**config.mk**
```make
export PLATFORM = sky130hd
export DESIGN_NAME = nand_prefetch_engine
export DESIGN_NICKNAME = d
export VERILOG_FILES = /design/src/rtl/nand_pf_pkg.sv /design/src/rtl/nand_pf_fifo.sv /design/src/rtl/nand_pf_ctrl.sv /design/src/rtl/nand_prefetch_engine.sv
export SDC_FILE = /design/constraint.sdc
export NUM_CORES = 2
export LEC_CHECK = 0
export BUFFER_PORTS_ARGS = -buffer_cell sky130_fd_sc_hd__buf_2
export CAP_MARGIN = 0
export CORE_ASPECT_RATIO = 0.8
export CORE_UTILIZATION = 55
export CTS_CLUSTER_SIZE = 16
export DETAILED_ROUTE_END_ITERATION = 16
export HOLD_SLACK_MARGIN = 0.05
export PLACE_DENSITY = 0.8
export SETUP_SLACK_MARGIN = 0.02
export SYNTH_ARGS = -nofsm -noshare
export SYNTH_HDL_FRONTEND = slang
export SYNTH_SLANG_ARGS = --single-unit
```
**constraint.sdc**
```tcl
create_clock -name clk -period 12.3 [get_ports clk]
set_input_delay 3.075 -clock clk [delete_from_list [all_inputs] [get_ports clk]]
set_output_delay 3.075 -clock clk [all_outputs]
set_load 0.005 [all_outputs]
```
**src/rtl/nand_pf_pkg.sv**
```systemverilog
package nand_pf_pkg;
  // Strobes from the control to the byte FIFO datapath
  typedef struct packed {
    logic clear;     // drop all contents
    logic pushByte;  // store one byte from flash
    logic pushHalf;  // store two bytes from the host
    logic popByte;   // release one byte to flash
    logic popWord;   // release four bytes to the host
  } fifo_ctl_t;
endpackage

```
**src/rtl/nand_pf_fifo.sv**
```systemverilog
module nand_pf_fifo
  import nand_pf_pkg::*;
#(
  parameter int DEPTH = 64,
  localparam int PTR_W = $clog2(DEPTH),
  localparam int CNT_W = PTR_W + 1
) (
  input  logic             clk,
  input  logic             rstN,
  input  fifo_ctl_t        ctl,
  input  logic [7:0]       flashByte,
  input  logic [15:0]      hostHalf,
  output logic [CNT_W-1:0] fill,
  output logic [7:0]       headByte,
  output logic [31:0]      headWord
);
  logic [7:0]       mem [DEPTH];
  logic [PTR_W-1:0] rdPtr, wrPtr, wrPtrInc;
  logic [2:0]       pushAmt, popAmt;
  logic [PTR_W-1:0] peekIdx [4];

  assign wrPtrInc = wrPtr + PTR_W'(1);

  always_comb begin
    pushAmt = 3'd0;
    if (ctl.pushByte) pushAmt = 3'd1;
    else if (ctl.pushHalf) pushAmt = 3'd2;
    popAmt = 3'd0;
    if (ctl.popByte) popAmt = 3'd1;
    else if (ctl.popWord) popAmt = 3'd4;
  end

  always_ff @(posedge clk) begin
    if (ctl.pushByte) mem[wrPtr] <= flashByte;
    if (ctl.pushHalf) begin
      mem[wrPtr]    <= hostHalf[7:0];
      mem[wrPtrInc] <= hostHalf[15:8];
    end
  end

  always_ff @(posedge clk) begin
    if (!rstN || ctl.clear) begin
      rdPtr <= '0;
      wrPtr <= '0;
      fill  <= '0;
    end else begin
      rdPtr <= rdPtr + PTR_W'(popAmt);
      wrPtr <= wrPtr + PTR_W'(pushAmt);
      fill  <= fill + CNT_W'(pushAmt) - CNT_W'(popAmt);
    end
  end

  // Word view of the four oldest bytes, oldest in the low lane
  for (genvar k = 0; k < 4; k++) begin : g_lane
    assign peekIdx[k] = rdPtr + PTR_W'(k);
    assign headWord[8*k +: 8] = mem[peekIdx[k]];
  end

  assign headByte = mem[rdPtr];
endmodule

```
**src/rtl/nand_pf_ctrl.sv**
```systemverilog
module nand_pf_ctrl
  import nand_pf_pkg::*;
#(
  parameter int DEPTH = 64,
  parameter int LEN_W = 16,
  parameter int CS_W  = 3,
  localparam int CNT_W = $clog2(DEPTH) + 1
) (
  input  logic             clk,
  input  logic             rstN,
  input  logic             startReq,
  input  logic [CS_W-1:0]  startCs,
  input  logic             startWrite,
  input  logic             startDma,
  input  logic [LEN_W-1:0] startLen,
  input  logic             stopReq,
  input  logic             hostRdEn,
  input  logic             hostWrEn,
  input  logic             flashReady,
  input  logic [CNT_W-1:0] fill,
  output fifo_ctl_t        ctl,
  output logic             active,
  output logic [CS_W-1:0]  selCs,
  output logic             startBusyErr,
  output logic             fifoErr,
  output logic [CNT_W-1:0] fifoCount,
  output logic [LEN_W-1:0] remainCount,
  output logic             dmaReq,
  output logic             flashRdStrobe,
  output logic             flashWrStrobe
);
  localparam logic [CNT_W-1:0] FULL = CNT_W'(DEPTH);

  logic             activeQ, dirWriteQ, dmaQ, busyErrQ, fifoErrQ;
  logic [CS_W-1:0]  csQ;
  logic [LEN_W-1:0] remainQ, hostLeftQ;
  logic [CNT_W-1:0] freeBytes;
  logic startTake, startRefuse, remainNz, rdMove, wrMove;
  logic hostRdOk, hostWrOk, hostBad;

  assign freeBytes   = FULL - fill;
  assign startTake   = startReq & ~activeQ & ~stopReq;
  assign startRefuse = startReq & activeQ & ~stopReq;
  assign remainNz    = (remainQ != '0);

  assign rdMove   = activeQ & ~dirWriteQ & flashReady & remainNz & (fill != FULL);
  assign wrMove   = activeQ & dirWriteQ & flashReady & remainNz & (fill != '0);
  assign hostRdOk = hostRdEn & activeQ & ~dirWriteQ & (fill >= CNT_W'(4));
  assign hostWrOk = hostWrEn & activeQ & dirWriteQ & (freeBytes >= CNT_W'(2));
  assign hostBad  = (hostRdEn & ~hostRdOk) | (hostWrEn & ~hostWrOk);

  always_comb begin
    ctl.clear    = stopReq | startTake;
    ctl.pushByte = rdMove & ~stopReq;
    ctl.pushHalf = hostWrOk & ~stopReq;
    ctl.popByte  = wrMove & ~stopReq;
    ctl.popWord  = hostRdOk & ~stopReq;
  end

  always_ff @(posedge clk) begin
    if (!rstN) begin
      activeQ   <= 1'b0;
      dirWriteQ <= 1'b0;
      dmaQ      <= 1'b0;
      csQ       <= '0;
      remainQ   <= '0;
      hostLeftQ <= '0;
      busyErrQ  <= 1'b0;
      fifoErrQ  <= 1'b0;
    end else begin
      busyErrQ <= startRefuse;
      fifoErrQ <= hostBad & ~stopReq;
      if (stopReq) begin
        activeQ   <= 1'b0;
        remainQ   <= '0;
        hostLeftQ <= '0;
      end else if (startTake) begin
        activeQ   <= 1'b1;
        dirWriteQ <= startWrite;
        dmaQ      <= startDma;
        csQ       <= startCs;
        remainQ   <= startLen;
        hostLeftQ <= startLen;
      end else begin
        if (rdMove || wrMove) remainQ <= remainQ - LEN_W'(1);
        if (hostWrOk)
          hostLeftQ <= (hostLeftQ >= LEN_W'(2)) ? hostLeftQ - LEN_W'(2) : '0;
      end
    end
  end

  assign active        = activeQ;
  assign selCs         = csQ;
  assign startBusyErr  = busyErrQ;
  assign fifoErr       = fifoErrQ;
  assign remainCount   = remainQ;
  assign flashRdStrobe = rdMove;
  assign flashWrStrobe = wrMove;
  assign fifoCount     = !activeQ ? '0 : (dirWriteQ ? freeBytes : fill);
  assign dmaReq = activeQ & dmaQ &
                  (dirWriteQ ? ((fill == '0) & (hostLeftQ != '0))
                             : ((fill == FULL) | (~remainNz & (fill != '0))));
endmodule

```
**src/rtl/nand_prefetch_engine.sv**
```systemverilog
module nand_prefetch_engine
  import nand_pf_pkg::*;
#(
  parameter int DEPTH = 64,
  parameter int LEN_W = 16,
  parameter int CS_W  = 3,
  localparam int CNT_W = $clog2(DEPTH) + 1
) (
  input  logic             clk,
  input  logic             rstN,
  input  logic             startReq,
  input  logic [CS_W-1:0]  startCs,
  input  logic             startWrite,
  input  logic             startDma,
  input  logic [LEN_W-1:0] startLen,
  input  logic             stopReq,
  output logic             active,
  output logic [CS_W-1:0]  selCs,
  output logic             startBusyErr,
  input  logic             hostRdEn,
  output logic [31:0]      hostRdData,
  input  logic             hostWrEn,
  input  logic [15:0]      hostWrData,
  output logic             fifoErr,
  output logic [CNT_W-1:0] fifoCount,
  output logic [LEN_W-1:0] remainCount,
  output logic             dmaReq,
  input  logic             flashReady,
  output logic             flashRdStrobe,
  input  logic [7:0]       flashRdData,
  output logic             flashWrStrobe,
  output logic [7:0]       flashWrData
);
  fifo_ctl_t        fifoCtl;
  logic [CNT_W-1:0] fill;

  nand_pf_ctrl #(.DEPTH(DEPTH), .LEN_W(LEN_W), .CS_W(CS_W)) u_ctrl (
    .clk(clk), .rstN(rstN),
    .startReq(startReq), .startCs(startCs), .startWrite(startWrite),
    .startDma(startDma), .startLen(startLen), .stopReq(stopReq),
    .hostRdEn(hostRdEn), .hostWrEn(hostWrEn), .flashReady(flashReady),
    .fill(fill), .ctl(fifoCtl),
    .active(active), .selCs(selCs), .startBusyErr(startBusyErr),
    .fifoErr(fifoErr), .fifoCount(fifoCount), .remainCount(remainCount),
    .dmaReq(dmaReq), .flashRdStrobe(flashRdStrobe), .flashWrStrobe(flashWrStrobe)
  );

  nand_pf_fifo #(.DEPTH(DEPTH)) u_fifo (
    .clk(clk), .rstN(rstN), .ctl(fifoCtl),
    .flashByte(flashRdData), .hostHalf(hostWrData),
    .fill(fill), .headByte(flashWrData), .headWord(hostRdData)
  );
endmodule

```
# After elaboration in Yosys (flattened, before gate mapping)
# Memory sizes are Yosys's and may differ from the RTL's. A register that Yosys moved wholly into a read port is not among the register bits.
# Cells that the tools add are included.
# classes
add_sub_neg	11
order_cmp	3
n_eq_ne	2
muxes	18
bitwise_logic	40
reduce_logical	11
# op_table
cell	n
16-bit two-way mux	5
16-bit nonzero test	2
1-bit bitwise AND	29
16-bit by 2-bit greater-or-equal comparator with 1-bit output, second input constant	1
16-bit by 1-bit subtractor with 16-bit output, second input constant	1
16-bit by 2-bit subtractor with 16-bit output, second input constant	1
7-bit two-way mux	2
6-bit by 1-bit adder with 6-bit output, second input constant	2
6-bit by 2-bit adder with 6-bit output, second input constant	2
6-bit by 3-bit adder with 6-bit output	2
3-bit two-way mux	3
8-bit two-way mux	1
7-bit by 3-bit adder with 7-bit output	1
7-bit == test, second input constant	1
7-bit by 2-bit greater-or-equal comparator with 1-bit output, second input constant	1
7-bit by 3-bit greater-or-equal comparator with 1-bit output, second input constant	1
7-bit logical NOT	1
7-bit inequality test, second input constant	1
1-bit inverter	7
7-bit nonzero test	1
7-bit by 3-bit subtractor with 7-bit output	1
7-bit subtractor, first input constant	1
6-bit two-way mux	1
1-bit two-way mux	5
7 further kinds	12
# totals
regBits	59
ram_bits	512
in_bits	52
elab_cells	97
memories	1
# memory_table
name	words	width	rd	rd_clocked_by_memory_dff	write_ports	line_no	text
u_fifo.mem	64	8	4	1	2	nand_pf_fifo.sv:17	logic [7:0] mem [DEPTH];

# Longest topological paths before layout
# logic_depth
word_depth	9
mapped_depth	17
depth_no_buf	16

# Cells and area by module
# From an unflattened synthesis, not the netlist that was laid out.
# hier_totals
cells_unflattened	3424
hier_area_um2	43133.9
# by_module_without_submodules
mod	instances	cells_per_inst	area_per_inst_um2	seq_area_each_um2
nand_pf_fifo	1	3095	40582.7	15755.1
nand_pf_ctrl	1	329	2551.2	800.8

# Worst setup path after synthesis
# No wires, ideal clock.
# synth_path
path_type	register to output
startpoint	register u_fifo.rdPtr[1]
endpoint	output hostRdData[26]
arrival_ps	4050
required_ps	9225
slack_ps	5175
stages_incl_launch_ff	15
cell_sequence	dfxtp_1 buf_2 buf_1 clkbuf_1 inv_1 clkbuf_1 ha_1 buf_2 clkbuf_1 buf_1 mux4_2 mux2i_1 a22oi_1 a32o_1 a211o_1
# synth_via
elab_chain_cells	2
# synth_rtl
element	line_no	text
from (decl)	nand_pf_fifo.sv:18	logic [PTR_W-1:0] rdPtr, wrPtr, wrPtrInc;
from (signal assigned)	nand_pf_fifo.sv:47	rdPtr <= rdPtr + PTR_W'(popAmt);
6-bit by 2-bit adder with 6-bit output	nand_pf_fifo.sv:55	assign peekIdx[k] = rdPtr + PTR_W'(k);
memory read 64 x 8 bit	n/a	
to (decl)	nand_prefetch_engine.sv:21	output logic [31:0] hostRdData,
# Every way passes these cells.

# Final worst setup path
# layout_path
startpoint	register u_fifo.rdPtr[1]
endpoint	output hostRdData[31]
# Same word-level chain as after synthesis.

==> metrics <==
Ports=124; worst vdd ir=0.08632 mV; CP endpoint kind=output port; layout cells sized above 1=42.72%; total routed wirelength=169600 um; fin crit period=9.278 ns; Pint=3.381 mW; hold depth=2; reg2reg path depth=9; asr flop ratio synth=0%; final instance area=47170 um^2; Final ANT Viol Nets=0; crit path cell chain=inv_1 > ha_4 > a21oi_1 > xor2_4 > buf_4 > a221oi_1 > a22o_1 > a2111oi_1 > a31oi_1 > buf_2; status=complete, no violations; layout overhead on the synthesized area=8.697%; # Post-CTS Setup Buffers=0; num rows=91; CP Max Fanout=36; Netlist cell types=86; Setup WS pre-CTS=4.178 ns; Max Slew Vio Count=0; CTS sink cnt=571; Area contributors post-synth=edfxtp_1 35%, mux4_2 26%, mux2_2 13%; number of synthesized flops with an enable pin=512; Syn Area/Cell=13.10 um^2; gpl congestion=1.080; Sw Share=23.03%; final setup fails=0; die area=80030 um^2; Hold EP=u_ctrl.selCs[1]; RR Startpoint=u_fifo.fill[0]; vias per cell=8.026; Clock transition at path regs=0.06 ns; drt wl/cell=38.99 um; WP data required=9.22 ns; CTS tree=built; sequential area share after synthesis=38.15%; reported net switching power=1.012 mW; FILL cells=5903; Mapped Nets=3393; first-pass GRT wire length=238900 um; hpwl dp=113300 um; multi-input logic area=25450 um^2; Buffers on Ports=123; largest net degree at the start of global routing=132; CP Buf/Inv Count=3; uppermost layer routed=met5; Flop pwr share=48.3%; nets@finish=3353; count of hold-fix buffers inserted at cts=0; metal2 WL=66600 um; P_leak=15.08 nW; Vias=34919; Slowest cell on crit path=a2111oi_1; register bit count reported by yosys=571; metal3 WL=33750 um; final period utilization=75.43%; CP startpoint kind=register; most used flip-flop cell after synthesis=edfxtp_1; fmax=107.8 MHz; Worst Min Path Start=u_ctrl.selCs[1]; post-cts gate resize count=0; drt pass-1 iters=8; Worst-Margin Slew=1.407 ns; Clock Skews=0.03031 ns; met1 wire length=59280 um; clock share of power=46.4%; top-area cell type share of the netlist area=35.43%; Die W=316.0 um; Synth Instances=3313; GRT Total Usage=42.39%; setup_tns=0 ns; Post-Synthesis Cell Area=43390 um^2; max cap viols=0; register-to-register setup slack=7.88 ns; number of global-route vias before repair=31958; Num CTS Buffers=66; Comb pwr share=5.4%; synth warn=0; Clock Latency Late Sink=0.65 ns; cell accounting for the most synthesized area=edfxtp_1; Die Y=253.2 um; antenna violations before repair=4; Iter 0 DRT Violations=7563; Crit path largest cell delay=1.23 ns; Crit Path Class=reg2out; RSZ-0062 raised after global routing=false; maximum root-to-sink buffer count=3; GRT overflow=0; Critical R2R Capture=u_fifo.mem[28][5]; Critical Path AT=6.20 ns; final hold slack=0.4633 ns; Post-route DRC=0; Seq. cell area=16570 um^2; Pwr Density=93.14 nW/um^2; DP Area=45000 um^2; H-tree Lvls=3; core area=77540 um^2; clk root buf=clkbuf_16; Worst slew margin=5.590%; CP top delay family=compound AO/OA/AOI/OAI gates; min-delay worst type=reg2reg; final hold vios=0; final worst setup slack=3.022 ns; Initial Utilization=55.96%
==> power groups by stage <==
| stage | combinational, mW | clock, mW | sequential [mW] |
|---|---|---|---|
| after floorplan | 0.157 | 0 | 2.16 |
| final | 0.236 | 2.04 | 2.12 |
| after CTS | 0.228 | 2.03 | 2.12 |
| after detailed placement | 0.226 | 0 | 2.16 |
| after global routing | 0.247 | 2.10 | 2.12 |
| after global placement | 0.217 | 0 | 2.16 |
==> worst max path at each step <==
| stage | start | slack, ns | cells past startpoint | end |
|---|---|---|---|---|
| after detailed placement | u_fifo.rdPtr[1] | 4.18 | 10 | hostRdData[31] |
| after global placement | u_fifo.rdPtr[1] | 4.18 | 10 | hostRdData[31] |
| after floorplan | u_fifo.rdPtr[1] | 5.17 | 14 | hostRdData[26] |
| final | u_fifo.rdPtr[1] | 3.02 | 10 | hostRdData[31] |
| after global routing | u_fifo.rdPtr[1] | 3.25 | 9 | hostRdData[31] |
| after CTS | u_fifo.rdPtr[1] | 3.46 | 10 | hostRdData[31] |
==> cell families (layout without fill, tap and decap cells) <==
group,after synthesis,after routing,synth area share [%]
AO/OA/AOI/OAI,357,357,5.600
XOR/XNOR,51,51,1.029
adder cells (fa/ha/maj),28,28,0.8420
buffers and inverters,382,391,3.728
flip-flops,571,571,38.15
multiplexers,1129,1129,41.76
other,0,6,0
AND/OR/NAND/NOR,795,795,8.890
==> cell usage after synthesis, drive strengths merged, types with 8 or more instances <==
library cell,number
nand2,363
clkbuf,200
o211ai,9
a21oi,59
nor4,10
xnor2,32
ha,26
nand2b,12
a32oi,18
o31ai,40
nand4,15
xor2,19
nor2,70
o22ai,15
nor2b,21
o21bai,8
inv,23
o2111ai,10
a22oi,29
edfxtp,512
mux2,529
buf,158
and2,17
a31oi,35
or3,8
nor3,28
and3,36
o21ai,69
nand3,184
dfxtp,59
mux4,492
a211oi,11
mux2i,108
==> placed cells by master (no fill, tap or decap), drive strengths merged, types with 11 or more instances in the layout <==
| master | synthesis | routed |
|---|---|---|
| xor2 | 19 | 19 |
| o31ai | 40 | 40 |
| nor3 | 28 | 28 |
| ha | 26 | 26 |
| nand2 | 363 | 363 |
| mux4 | 492 | 492 |
| and2 | 17 | 17 |
| edfxtp | 512 | 512 |
| a211oi | 11 | 11 |
| a22oi | 29 | 29 |
| xnor2 | 32 | 32 |
| nand4 | 15 | 15 |
| mux2i | 108 | 108 |
| mux2 | 529 | 529 |
| a21oi | 59 | 59 |
| nand3 | 184 | 184 |
| clkinv | 1 | 16 |
| o22ai | 15 | 15 |
| nand2b | 12 | 12 |
| nor2b | 21 | 21 |
| a31oi | 35 | 35 |
| buf | 158 | 250 |
| o21ai | 69 | 69 |
| inv | 23 | 27 |
| a32oi | 18 | 18 |
| nor2 | 70 | 70 |
| and3 | 36 | 36 |
| dfxtp | 59 | 59 |
| clkbuf | 200 | 88 |
==> state kept, by name (all words and copies together), names as in the netlist, 3 cells and up <==
name / cells
u_fifo.wrPtr: 6
u_ctrl.selCs: 3
u_fifo.rdPtr: 6
u_ctrl.remainCount: 16
u_ctrl.hostLeftQ: 16
u_fifo.fill: 7
u_fifo.mem: 512
==> worst min-delay path: stages, from the launching register on <==
cell	delay, ns
dfxtp_1	0.30
nand2_1	0.04
a21boi_0	0.07
==> cell type report <==
class	instances	area share (%)
inverters	24	0.1910
diodes	6	0.03183
clock inverters	29	0.7667
multi-input cells	2360	53.96
repair buffers	250	3.417
well taps	1023	2.714
flip-flops and latches	571	35.14
clock buffers	88	3.786
==> routing by layer <==
metal / vias to the layer above / GRT usage [%]
li1: 13274 / -
met1: 17273 / 57.45
met2: 3731 / 55.58
met3: 629 / 23.39
met4: 12 / 16.91
met5: - / 2.273
==> metrics by stage <==
stage / power [mW] / util [%] / instances
final: 4.393 / 60.83 / 4351
after global routing: 4.467 / 60.81 / 4346
after CTS: 4.381 / 60.81 / 4345
after detailed placement: 2.388 / 58.04 / 4228
after global placement: 2.379 / 58.04 / 4228
after floorplan: 2.317 / - / 3313
Note: power is estimated with default switching activity, not from simulation.
